--- config.mk ---
export PLATFORM = sky130hd
export DESIGN_NAME = tx_sig_proc
export DESIGN_NICKNAME = d
export VERILOG_FILES = /design/src/rtl/tsp_pkg.sv /design/src/rtl/tsp_cfg_sample.sv /design/src/rtl/tsp_sp_fsm.sv /design/src/rtl/tsp_sig_store.sv /design/src/rtl/tx_sig_proc.sv
export SDC_FILE = /design/constraint.sdc
export NUM_CORES = 1
export LEC_CHECK = 0
export BUFFER_PORTS_ARGS = -buffer_cell sky130_fd_sc_hd__buf_2
export CAP_MARGIN = 5
export CORE_MARGIN = 5
export CORE_UTILIZATION = 49
export DETAILED_ROUTE_END_ITERATION = 8
export GPL_ROUTABILITY_DRIVEN = 0
export HOLD_SLACK_MARGIN = 0.08
export PLACE_DENSITY = 0.66
export SYNTH_ARGS = -nofsm -noshare
export SYNTH_HDL_FRONTEND = slang
export SYNTH_HIERARCHICAL = 1
export SYNTH_SLANG_ARGS = --single-unit
--- constraint.sdc ---
create_clock -name clk -period 4.36 [get_ports clk]
set_input_delay 0.872 -clock clk [delete_from_list [all_inputs] [get_ports clk]]
set_output_delay 0.872 -clock clk [all_outputs]
set_load 0.005 [all_outputs]
--- src/rtl/tsp_pkg.sv ---
package tsp_pkg;
    parameter int unsigned TSP_HG    = 4;
    parameter int unsigned TSP_FMT_W = 2;

    localparam logic [TSP_FMT_W-1:0] FMT_TWO_STATE = '0;

    typedef enum logic [1:0] {
        SP_DEFAULT = 2'd0,
        SP_FORCED  = 2'd1,
        SP_AUTO    = 2'd2
    } sp_state_t;

    typedef enum logic {
        DB_IDLE  = 1'b0,
        DB_ARMED = 1'b1
    } db_state_t;

    typedef struct packed {
        logic                 e1;
        logic                 auto_y;
        logic                 stomp;
        logic                 debounce;
        logic                 hg_en;
        logic                 sp_force0;
        logic                 sp_auto;
        logic [TSP_FMT_W-1:0] sig_fmt;
        logic                 host_src;
        logic                 host_y;
        logic                 ts16_al;
        logic [TSP_HG-1:0]    hg_al;
    } tsp_cfg_t;
endpackage

--- src/rtl/tsp_cfg_sample.sv ---
module tsp_cfg_sample
    import tsp_pkg::*;
(
    input  logic     clk,
    input  logic     rst_n,
    input  logic     mf_start,
    input  tsp_cfg_t cfg_in,
    output tsp_cfg_t cfg_q
);
    always_ff @(posedge clk or negedge rst_n) begin
        if (!rst_n) begin
            cfg_q <= '0;
        end else if (mf_start) begin
            cfg_q <= cfg_in;
        end
    end
endmodule

--- src/rtl/tsp_sp_fsm.sv ---
module tsp_sp_fsm
    import tsp_pkg::*;
(
    input  logic              clk,
    input  logic              rst_n,
    input  logic              mf_start,
    input  logic              force0,
    input  logic              auto_en,
    input  logic [TSP_HG-1:0] hg_al_q,
    output logic [TSP_HG-1:0] sp_out
);
    sp_state_t state_q, state_d;

    always_comb begin
        state_d = state_q;
        if (mf_start) begin
            if (force0)       state_d = SP_FORCED;
            else if (auto_en) state_d = SP_AUTO;
            else              state_d = SP_DEFAULT;
        end
    end

    always_ff @(posedge clk or negedge rst_n) begin
        if (!rst_n) state_q <= SP_DEFAULT;
        else        state_q <= state_d;
    end

    always_comb begin
        unique case (state_q)
            SP_DEFAULT: sp_out = '1;
            SP_FORCED:  sp_out = '0;
            SP_AUTO:    sp_out = hg_al_q;
            default:    sp_out = '1;
        endcase
    end
endmodule

--- src/rtl/tsp_sig_store.sv ---
module tsp_sig_store
    import tsp_pkg::*;
#(
    parameter int unsigned NUM_CH = 32,
    parameter int unsigned CODE_W = 4,
    localparam int unsigned CH_W  = $clog2(NUM_CH)
) (
    input  logic              clk,
    input  logic              rst_n,
    input  logic              debounce,
    input  logic              host_src,
    input  logic              host_wr,
    input  logic [CH_W-1:0]   host_ch,
    input  logic [CODE_W-1:0] host_code,
    input  logic              ext_valid,
    input  logic [CH_W-1:0]   ext_ch,
    input  logic [CODE_W-1:0] ext_code,
    input  logic [CH_W-1:0]   rd_ch,
    output logic [CODE_W-1:0] rd_code
);
    logic [CODE_W-1:0] codes [NUM_CH];

    for (genvar g = 0; g < NUM_CH; g++) begin : g_ch
        db_state_t         st_q, st_d;
        logic [CODE_W-1:0] cand_q, cand_d;
        logic [CODE_W-1:0] code_q, code_d;
        logic              ext_hit, host_hit;

        assign ext_hit  = ext_valid && !host_src && (ext_ch == CH_W'(g));
        assign host_hit = host_wr && (host_ch == CH_W'(g));

        always_comb begin
            st_d   = st_q;
            cand_d = cand_q;
            code_d = code_q;
            if (host_hit) begin
                code_d = host_code;
                st_d   = DB_IDLE;
            end else if (ext_hit) begin
                if (!debounce) begin
                    code_d = ext_code;
                    st_d   = DB_IDLE;
                end else begin
                    unique case (st_q)
                        DB_IDLE: begin
                            cand_d = ext_code;
                            st_d   = DB_ARMED;
                        end
                        DB_ARMED: begin
                            if (ext_code == cand_q) code_d = ext_code;
                            st_d = DB_IDLE;
                        end
                        default: st_d = DB_IDLE;
                    endcase
                end
            end
        end

        always_ff @(posedge clk or negedge rst_n) begin
            if (!rst_n) begin
                st_q   <= DB_IDLE;
                cand_q <= '0;
                code_q <= '0;
            end else begin
                st_q   <= st_d;
                cand_q <= cand_d;
                code_q <= code_d;
            end
        end

        assign codes[g] = code_q;
    end

    assign rd_code = codes[rd_ch];
endmodule

--- src/rtl/tx_sig_proc.sv ---
module tx_sig_proc
    import tsp_pkg::*;
#(
    parameter int unsigned NUM_CH     = 32,
    parameter int unsigned CODE_W     = 4,
    parameter int unsigned VOICE_TS   = 24,
    parameter int unsigned ROB_PERIOD = 6,
    parameter int unsigned POS_W      = 5,
    localparam int unsigned CH_W      = $clog2(NUM_CH)
) (
    input  logic                 clk,
    input  logic                 rst_n,
    input  logic                 mf_start,
    input  logic                 cfg_e1,
    input  logic                 cfg_auto_y,
    input  logic                 cfg_stomp,
    input  logic                 cfg_debounce,
    input  logic                 cfg_hg_en,
    input  logic                 cfg_sp_force0,
    input  logic                 cfg_sp_auto,
    input  logic [TSP_FMT_W-1:0] cfg_sig_fmt,
    input  logic                 cfg_host_src,
    input  logic                 host_y,
    input  logic                 rx_ts16_aligned,
    input  logic [TSP_HG-1:0]    rx_hg_aligned,
    input  logic                 host_wr,
    input  logic [CH_W-1:0]      host_ch,
    input  logic [CODE_W-1:0]    host_code,
    input  logic                 ext_valid,
    input  logic [CH_W-1:0]      ext_ch,
    input  logic [CODE_W-1:0]    ext_code,
    input  logic [POS_W-1:0]     ts_pos,
    input  logic [POS_W-1:0]     frame_pos,
    input  logic [CH_W-1:0]      rd_ch,
    output logic                 tx_y,
    output logic [TSP_HG-1:0]    tx_sp,
    output logic [7:0]           pay_mask,
    output logic [TSP_FMT_W-1:0] eff_fmt,
    output logic [CODE_W-1:0]    rd_code
);
    localparam logic [POS_W-1:0] ROB_LAST = POS_W'(ROB_PERIOD - 1);

    tsp_cfg_t cfg_in, cfg_q;
    logic     robbed_slot;

    always_comb begin
        cfg_in.e1        = cfg_e1;
        cfg_in.auto_y    = cfg_auto_y;
        cfg_in.stomp     = cfg_stomp;
        cfg_in.debounce  = cfg_debounce;
        cfg_in.hg_en     = cfg_hg_en;
        cfg_in.sp_force0 = cfg_sp_force0;
        cfg_in.sp_auto   = cfg_sp_auto;
        cfg_in.sig_fmt   = cfg_sig_fmt;
        cfg_in.host_src  = cfg_host_src;
        cfg_in.host_y    = host_y;
        cfg_in.ts16_al   = rx_ts16_aligned;
        cfg_in.hg_al     = rx_hg_aligned;
    end

    tsp_cfg_sample u_cfg (
        .clk      (clk),
        .rst_n    (rst_n),
        .mf_start (mf_start),
        .cfg_in   (cfg_in),
        .cfg_q    (cfg_q)
    );

    tsp_sp_fsm u_sp (
        .clk      (clk),
        .rst_n    (rst_n),
        .mf_start (mf_start),
        .force0   (cfg_sp_force0),
        .auto_en  (cfg_sp_auto),
        .hg_al_q  (cfg_q.hg_al),
        .sp_out   (tx_sp)
    );

    tsp_sig_store #(
        .NUM_CH (NUM_CH),
        .CODE_W (CODE_W)
    ) u_store (
        .clk       (clk),
        .rst_n     (rst_n),
        .debounce  (cfg_q.debounce),
        .host_src  (cfg_q.host_src),
        .host_wr   (host_wr),
        .host_ch   (host_ch),
        .host_code (host_code),
        .ext_valid (ext_valid),
        .ext_ch    (ext_ch),
        .ext_code  (ext_code),
        .rd_ch     (rd_ch),
        .rd_code   (rd_code)
    );

    // Alarm bit: automatic path only on E1 links
    assign tx_y = (cfg_q.e1 && cfg_q.auto_y) ? !cfg_q.ts16_al : cfg_q.host_y;

    // Handling-group mode forces two-state signaling
    assign eff_fmt = cfg_q.hg_en ? FMT_TWO_STATE : cfg_q.sig_fmt;

    // Robbed-bit frames and voice timeslots of a DS1 link
    assign robbed_slot = ((frame_pos % POS_W'(ROB_PERIOD)) == ROB_LAST)
                      && (ts_pos < POS_W'(VOICE_TS));

    always_comb begin
        pay_mask = 8'hFF;
        if (cfg_q.stomp && !cfg_q.e1 && robbed_slot) pay_mask[0] = 1'b0;
    end
endmodule

Yosys cells after proc, flatten, opt, wreduce, memory -nomap -nowiden
Cells that the tools add are included.
{"block": "totals", "ff_bits": 304, "latch_bits": 0, "ramBits": 0, "mem_bits_ro": 0, "wordCells": 803, "mem_count": 0}
{"block": "classes", "n_addsub": 0, "mul": 0, "div": 1, "n_lt_le_gt_ge": 2, "n_eq_ne": 161, "shift": 0, "n_mux": 297, "bitwise_logic": 65, "reduce_logical": 170}
{"operator": "4-bit two-way mux", "n": 162}
{"operator": "3-bit by 1-bit inequality test with 1-bit output (second input constant)", "n": 64}
{"operator": "5-bit == test (second input constant)", "n": 32}
{"operator": "4-bit == test", "n": 32}
{"operator": "4-bit AND reduction", "n": 32}
{"operator": "1-bit two-way mux", "n": 98}
{"operator": "3-bit AND reduction", "n": 32}
{"operator": "5-bit by 4-bit == test with 1-bit output (second input constant)", "n": 16}
{"operator": "1-bit logical AND", "n": 69}
{"operator": "1-bit NOT", "n": 64}
{"operator": "1-bit one-hot mux with 2 select lines", "n": 32}
{"operator": "2-bit nonzero test", "n": 32}
{"operator": "5-bit by 3-bit == test with 1-bit output (second input constant)", "n": 9}
{"operator": "4-bit binary-select mux with 5-bit select", "n": 1}
{"operator": "5-bit by 2-bit == test with 1-bit output (second input constant)", "n": 4}
{"operator": "5-bit by 1-bit == test with 1-bit output (second input constant)", "n": 2}
{"operator": "5-bit logical NOT", "n": 2}
{"operator": "4-bit one-hot mux with 2 select lines", "n": 1}
{"operator": "6-bit >= comparator (second input constant)", "n": 1}
{"operator": "2-bit two-way mux", "n": 3}
{"operator": "5-bit NOT with 6-bit output", "n": 1}
{"operator": "5-bit < comparator (second input constant)", "n": 1}
{"operator": "5-bit by 3-bit remainder unit with 5-bit output (second input constant)", "n": 1}
{"operator": "1-bit logical NOT", "n": 3}
{"operator": "2 further kinds", "n": 2}

Depth between registers and ports, before layout
Gate-level depths: netlist (run 1).
{"block": "depth", "word_depth": 6, "ltp_mapped": 10, "mapped_depth_nobuf": 10}

Modules after synthesis
Netlist (run 1), hierarchy kept.
{"module": "tsp_sig_store", "n_inst": 1, "cells_each": 1296, "area_each_um2": 16006.6}
{"module": "tsp_cfg_sample", "n_inst": 1, "cells_each": 34, "area_each_um2": 649.4}
{"module": "tx_sig_proc", "n_inst": 1, "cells_each": 43, "area_each_um2": 304.0}
{"module": "tsp_sp_fsm", "n_inst": 1, "cells_each": 12, "area_each_um2": 121.4}

Worst setup path after synthesis (run 1)
OpenSTA, ideal clock, no wires.
{"block": "synth_timing", "kind": "input to output", "start": "input frame_pos[4]", "end": "output pay_mask[0]", "arrival_ps": 2540, "t_required_ps": 3488, "slack_ps": 948, "path_stages": 10, "n_path_buf": 0, "path_cell_list": "nand3b_1 ha_1 or2_1 o21a_2 inv_2 ha_1 nand2_1 nand4b_1 a2111oi_0 nor3_1"}
{"block": "synth_between", "elab_chain_cells": 5}
{"element": "start: declaration", "line_no": "tx_sig_proc.sv:33", "text": "input logic [POS_W-1:0] frame_pos,"}
{"element": "5-bit by 3-bit remainder unit with 5-bit output", "line_no": "tx_sig_proc.sv:104", "text": "assign robbed_slot = ((frame_pos % POS_W'(ROB_PERIOD)) == ROB_LAST)"}
{"element": "5-bit by 3-bit == test with 1-bit output", "line_no": "tx_sig_proc.sv:104"}
{"element": "1-bit logical AND", "line_no": "tx_sig_proc.sv:105", "text": "&& (ts_pos < POS_W'(VOICE_TS));"}
{"element": "1-bit logical AND", "line_no": "tx_sig_proc.sv:109", "text": "if (cfg_q.stomp && !cfg_q.e1 && robbed_slot) pay_mask[0] = 1'b0;"}
{"element": "1-bit two-way mux", "line_no": "tx_sig_proc.sv:109"}
{"element": "end: declaration", "line_no": "tx_sig_proc.sv:37", "text": "output logic [7:0] pay_mask,"}
Every way passes these cells.

Worst setup path in the final report (run 1)
Ends and elaborated chain as after synthesis.

==> results.yml, run 1 <==
sta:
  whs_ns: 0.3974
  finalCritPeriodShare_pct: 90.53
  tightest_slew_ns: 0.9909
  slew_violations: 0
  relSlewSlack_pct: 33.70
  finalHoldViolCount: 0
  setup_viol: 0
  fmax_mhz: 253.3
  fin_crit_ns: 3.947
  rsz0062_at_grt: "no"
  tns_ns: 0
  fin_skew_ns: 0.01580
die:
  rows: 68
  die_y_um: 196.3
  num_io_pins: 73
  dieArea_mm2: 0.03854
  fp.dieW_um: 196.3
  initial_core_util_pct: 49.48
  fp.coreArea_mm2: 0.03437
drt:
  num_vias: 11290
  ant_nets: 0
  drc: 0
  wl_per_cell_um: 22.45
  wirelength_um: 42490
  routed_via_density: 5.966
  drtIter0Drc: 764
  drtPass1Iterations: 5
placement:
  port_buffers: 62
  dp.cells: 1832
  hpwl_um: 29130
grt:
  grt_max_degree: 111
  antenna_found_initial: 7
  grt_use_total_pct: 21.92
  grt_pass1_vias: 11310
  grt_pass1_wl_um: 67140
  overflow: 0
critical_path:
  worstPathCellList: "buf_2, nand3b_1, ha_1, or2_1, o21a_2, inv_2, ha_1, nand2_1, nand4b_1, a2111oi_0, nor3_1, buf_2"
  path_class: "primary input to output pin"
  path_max_fanout: 6
  crit_buf_inv: 3
  required_ns: 3.49
  path_delay_family: "simple AND/OR/NAND/NOR gates"
  worstSetupStartpointType: "primary input"
  slowest_stage: "a2111oi_0"
  max_stage_delay_ns: 0.44
  arrival_ns: 3.08
  endpoint_kind: "output pin"
  rrSetupSlack_ns: 1.72
flow_run:
  max-cap-violations: 0
clock_tree:
  clockBufferDepth: 3
  cts_tree: "built"
  cts.clk_slew.worst_paths_ns: 0.06
  cts_root_buf: "clkbuf_16"
  clk_latency_ns: 0.51
  postCtsSetupBuffers: 0
  hold_buffers: 0
  cts_made_buffers: 36
  postCtsResizedCells: 0
  h-tree-depth: 2
  cts.sinks: 304
logic_synthesis:
  synth_area_mm2: 0.01701
  postSynthCellCount: 1381
  avgSynthCellArea_um2: 12.32
  yosys_warnings: 6
power_and_ir_drop:
  p_total_uw: 7717
  power_density_mw_per_mm2: 410.7
  leakagePower_uw: 0.008170
  vdd_drop_max_mv: 0.3042
finish:
  drive_above_1_share_pct: 42.30
  area_delta_synth_final_pct: 10.47
  fin_cells: 1893
  fill_cells: 2922
  final_nets: 1471
run_status:
  status: "complete, no violations"
min_path:
  hp-class: "primary input to asynchronous set/reset pin"
==> report_power, final <==
group	switching, uW	internal, uW
clock	1130	1700
combinational	575	712
sequential	303	3300
total	2010	5710
==> state kept, by name, summed over array words and instances (netlist names) <==
| register | flops |
|---|---|
| u_sp/state_q | 2 |
| u_cfg/cfg_q | 14 |
| u_store/g_ch.code_q | 128 |
| u_store/g_ch.st_q | 32 |
| u_store/g_ch.cand_q | 128 |
==> worst paths after layout <==
path / from / endpoint / cells after the start
worst min register to register: u_store/g_ch[4].code_q[3]$_DFFE_PN0P_ / u_store/g_ch[4].code_q[3]$_DFFE_PN0P_ / 1
worst max-delay path: frame_pos[4] / pay_mask[0] / 12
worst max register to register: u_cfg/cfg_q[12]$_DFFE_PN0P_ / u_store/g_ch[3].cand_q[1]$_DFFE_PN0P_ / 5
min in group clk: u_store/g_ch[4].code_q[3]$_DFFE_PN0P_ / u_store/g_ch[4].code_q[3]$_DFFE_PN0P_ / 1
worst min-delay path: rst_n / u_store/g_ch[0].code_q[2]$_DFFE_PN0P_ / 1
max in group asynchronous: rst_n / u_store/g_ch[1].cand_q[0]$_DFFE_PN0P_ / 2
==> stage by stage <==
step                      setup WS [ns]  cell area [um^2]  utilization [%]
after detailed placement         0.4511             17690            51.48
after global routing             0.3035             18790            54.66
after CTS                        0.4493             18780            54.64
after global placement           0.5513             17690            51.48
after floorplan                  0.9482             17030                -
final                            0.4128             18790            54.66
==> metal layers <==
metal	GRT usage (%)	vias to the layer above	share of wire [%]
met3	4.379	59	6.2
li1	-	5104	-
met1	33.07	5791	47
met5	0	-	0.11
met4	4.991	8	1.9
met2	32.90	332	45
==> layout by cell type (no fill, tap or decap), drive strengths merged, types with 2 or more instances in the layout <==
| master | count |
|---|---|
| a21oi | 28 |
| a31oi | 32 |
| and2 | 2 |
| and3b | 2 |
| buf | 88 |
| clkbuf | 55 |
| conb | 7 |
| dfrtp | 304 |
| diode | 3 |
| ha | 2 |
| inv | 4 |
| mux2 | 399 |
| mux2i | 4 |
| mux4 | 32 |
| nand2 | 83 |
| nand2b | 12 |
| nand3 | 4 |
| nand3b | 7 |
| nand4 | 2 |
| nand4b | 4 |
| nor2 | 79 |
| nor2b | 5 |
| nor3 | 6 |
| nor4 | 49 |
| nor4b | 6 |
| o21a | 7 |
| o21ai | 5 |
| o22ai | 16 |
| o41ai | 30 |
| or2 | 9 |
| or2b | 3 |
| or3 | 3 |
| or3b | 5 |
| or4 | 6 |
| xnor2 | 32 |
| xor2 | 96 |
==> final cells by class <==
| type | count | area, um^2 | share of cell area (%) |
|---|---|---|---|
| Multi-Input combinational cell | 982 | 8944 | 47.60 |
| Sequential cell | 304 | 7607 | 40.49 |
| Clock inverter | 3 | 43.79 | 0.2331 |
| Timing Repair Buffer | 88 | 563.0 | 2.997 |
| Clock buffer | 55 | 1044 | 5.554 |
| Tap cell | 455 | 569.3 | 3.030 |
| Antenna cell | 3 | 7.507 | 0.03995 |
| Inverter | 3 | 11.26 | 0.05993 |
Power figures use the tool's default switching activity.
==> inputs of run 2 (changes only) <==
--- a/config.mk
+++ b/config.mk
@@ -9,6 +9,7 @@
 export CAP_MARGIN = 5
 export CORE_MARGIN = 5
 export CORE_UTILIZATION = 49
+export CTS_BUF_LIST = sky130_fd_sc_hd__clkbuf_2 sky130_fd_sc_hd__clkbuf_4 sky130_fd_sc_hd__clkbuf_8
 export DETAILED_ROUTE_END_ITERATION = 8
 export GPL_ROUTABILITY_DRIVEN = 0
 export HOLD_SLACK_MARGIN = 0.08
==> constraint.sdc (replaced) <==
create_clock -name clk -period 4.95 [get_ports clk]
set_input_delay 0.99 -clock clk [delete_from_list [all_inputs] [get_ports clk]]
set_output_delay 0.99 -clock clk [all_outputs]
set_load 0.005 [all_outputs]
==> results.yml, run 2 (synthesized netlist as in run 1, its figures left out) <==
critical_path:
  arrival_ns: 3.15
  reg2regPathDepth: 4
  required_ns: 3.96
  path_max_fanout: 6
  reg2reg_to: "u_store/g_ch[11].cand_q[1]$_DFFE_PN0P_"
  rrSetupSlack_ns: 2.03
  path_class: "primary input to output pin"
  reg2reg_from: "u_cfg/cfg_q[12]$_DFFE_PN0P_"
  endpoint_kind: "output pin"
  worstSetupStartpointType: "primary input"
grt:
  grt_pass1_vias: 11560
  grt_max_degree: 109
  grt_use_total_pct: 21.96
  grt_pass1_wl_um: 67330
  overflow: 0
  antenna_found_initial: 4
drt:
  num_vias: 11520
  drtIter0Drc: 757
  routed-wl-met2_um: 19000
  wirelength_um: 42830
  highest_layer: "met5"
  drtPass1Iterations: 5
  drc: 0
  met1_length_um: 20660
  routed_via_density: 5.973
  met3WireLength_um: 2383
  wl_per_cell_um: 22.21
  ant_nets: 0
power_and_ir_drop:
  internal_power_uw: 5035
  power_density_mw_per_mm2: 363.9
  swShare_pct: 26.64
  leakagePower_uw: 0.008261
  seqPwrFrac_pct: 46.3
  power_frac_comb_pct: 16.5
  pwr-share-clk_pct: 37.2
  vdd_drop_max_mv: 0.2336
  p_switching_uw: 1829
sta:
  fmax_mhz: 241.7
  fin_skew_ns: 0.01322
  finalCritPeriodShare_pct: 83.60
  finalWorstSetupSlack_ns: 0.8119
  relSlewSlack_pct: 32.64
  tightest_slew_ns: 1.001
  whs_ns: 0.4523
  tns_ns: 0
  rsz0062_at_grt: "no"
  finalHoldViolCount: 0
  slew_violations: 0
  fin_crit_ns: 4.138
  setup_viol: 0
clock_tree:
  cts.clk_slew.worst_paths_ns: 0.06
  cts_made_buffers: 53
  h-tree-depth: 2
  cts_tree: "built"
  postCtsResizedCells: 0
  hold_buffers: 0
  clk_latency_ns: 0.59
  postCtsSetupBuffers: 0
  clockBufferDepth: 3
  cts_root_buf: "clkbuf_8"
  cts.sinks: 304
finish:
  final_common_cell: "mux2_2"
  layout_common_cells: "mux2_2 (385), dfrtp_1 (304), xor2_1 (96)"
  area_delta_synth_final_pct: 10.88
  final_nets: 1484
  drive_above_1_share_pct: 44.63
  top_regs: "u_store/g_ch.cand_q: 128 flops, u_store/g_ch.code_q: 128 flops, u_store/g_ch.st_q: 32 flops"
die:
  initial_core_util_pct: 49.48
  fp.coreArea_mm2: 0.03437
  die_y_um: 196.3
  fp.dieW_um: 196.3
  dieArea_mm2: 0.03854
  num_io_pins: 73
  rows: 68
placement:
  dp_worst_setup_slack_ns: 0.8049
  port_buffers: 62
  hpwl_um: 28930
run_status:
  status: "complete, no violations"
min_path:
  hp-class: "primary input to asynchronous set/reset pin"
flow_run:
  max-cap-violations: 0
-- run 2: cell count changes in the layout (fill, tap and decap cells not counted), sizes merged --
cell and change:
inv -1, clkinv +6, clkbuf +35, diode -2, clkinvlp +1, buf -4
-- run 2: metrics by stage --
stage,total power [uW],std cells,utilization [%],area (um^2)
detailed placement,4347,1828,51.32,17640
finish,6863,1928,54.87,18860
global placement,4299,1828,51.32,17640
floorplan,3983,1387,-,17030
global route,7178,1927,54.86,18860
CTS,6916,1927,54.86,18860
-- run 2: power by group through the flow --
stage	logic (uW)	registers [uW]	clock network, uW
after floorplan	868	3120	0
after global placement	1100	3200	0
after detailed placement	1130	3220	0
after CTS	1140	3170	2610
after global routing	1240	3220	2720
final	1130	3180	2550
-- run 2: final cells by class --
cell class                 count  area [um^2]
clock buffer                  90         1145
antenna                        1        2.502
multi-input combinational    982         8944
timing repair buffer          84        508.0
clock inverter                 9        72.57
fill                        2936        15510
tap                          455        569.3
inverter                       3        11.26
sequential                   304         7607
-- run 2: worst max-delay path, stage by stage --
cell	delay, ns
buf_2	0.12
nand3b_1	0.21
ha_1	0.30
or2_1	0.22
o21a_2	0.12
inv_2	0.06
ha_1	0.18
nand2_1	0.06
nand4b_1	0.21
a2111oi_0	0.42
nor3_1	0.11
buf_2	0.15
-- run 2: worst max-delay path by stage --
stage                 startpoint          end  slack [ns]  depth (start not counted)
detailed placement  frame_pos[4]  pay_mask[0]        0.80                         12
global route        frame_pos[4]  pay_mask[0]        0.67                         12
floorplan           frame_pos[4]  pay_mask[0]        1.30                         10
finish              frame_pos[4]  pay_mask[0]        0.81                         12
global placement    frame_pos[4]  pay_mask[0]        0.91                         12
CTS                 frame_pos[4]  pay_mask[0]        0.81                         12
-- run 2: routing by layer --
metal  track usage, %  up-vias
met5                0        -
met4            4.784        6
met3            3.830       73
met2            32.71      328
met1            33.80     5951
li1                 -     5157
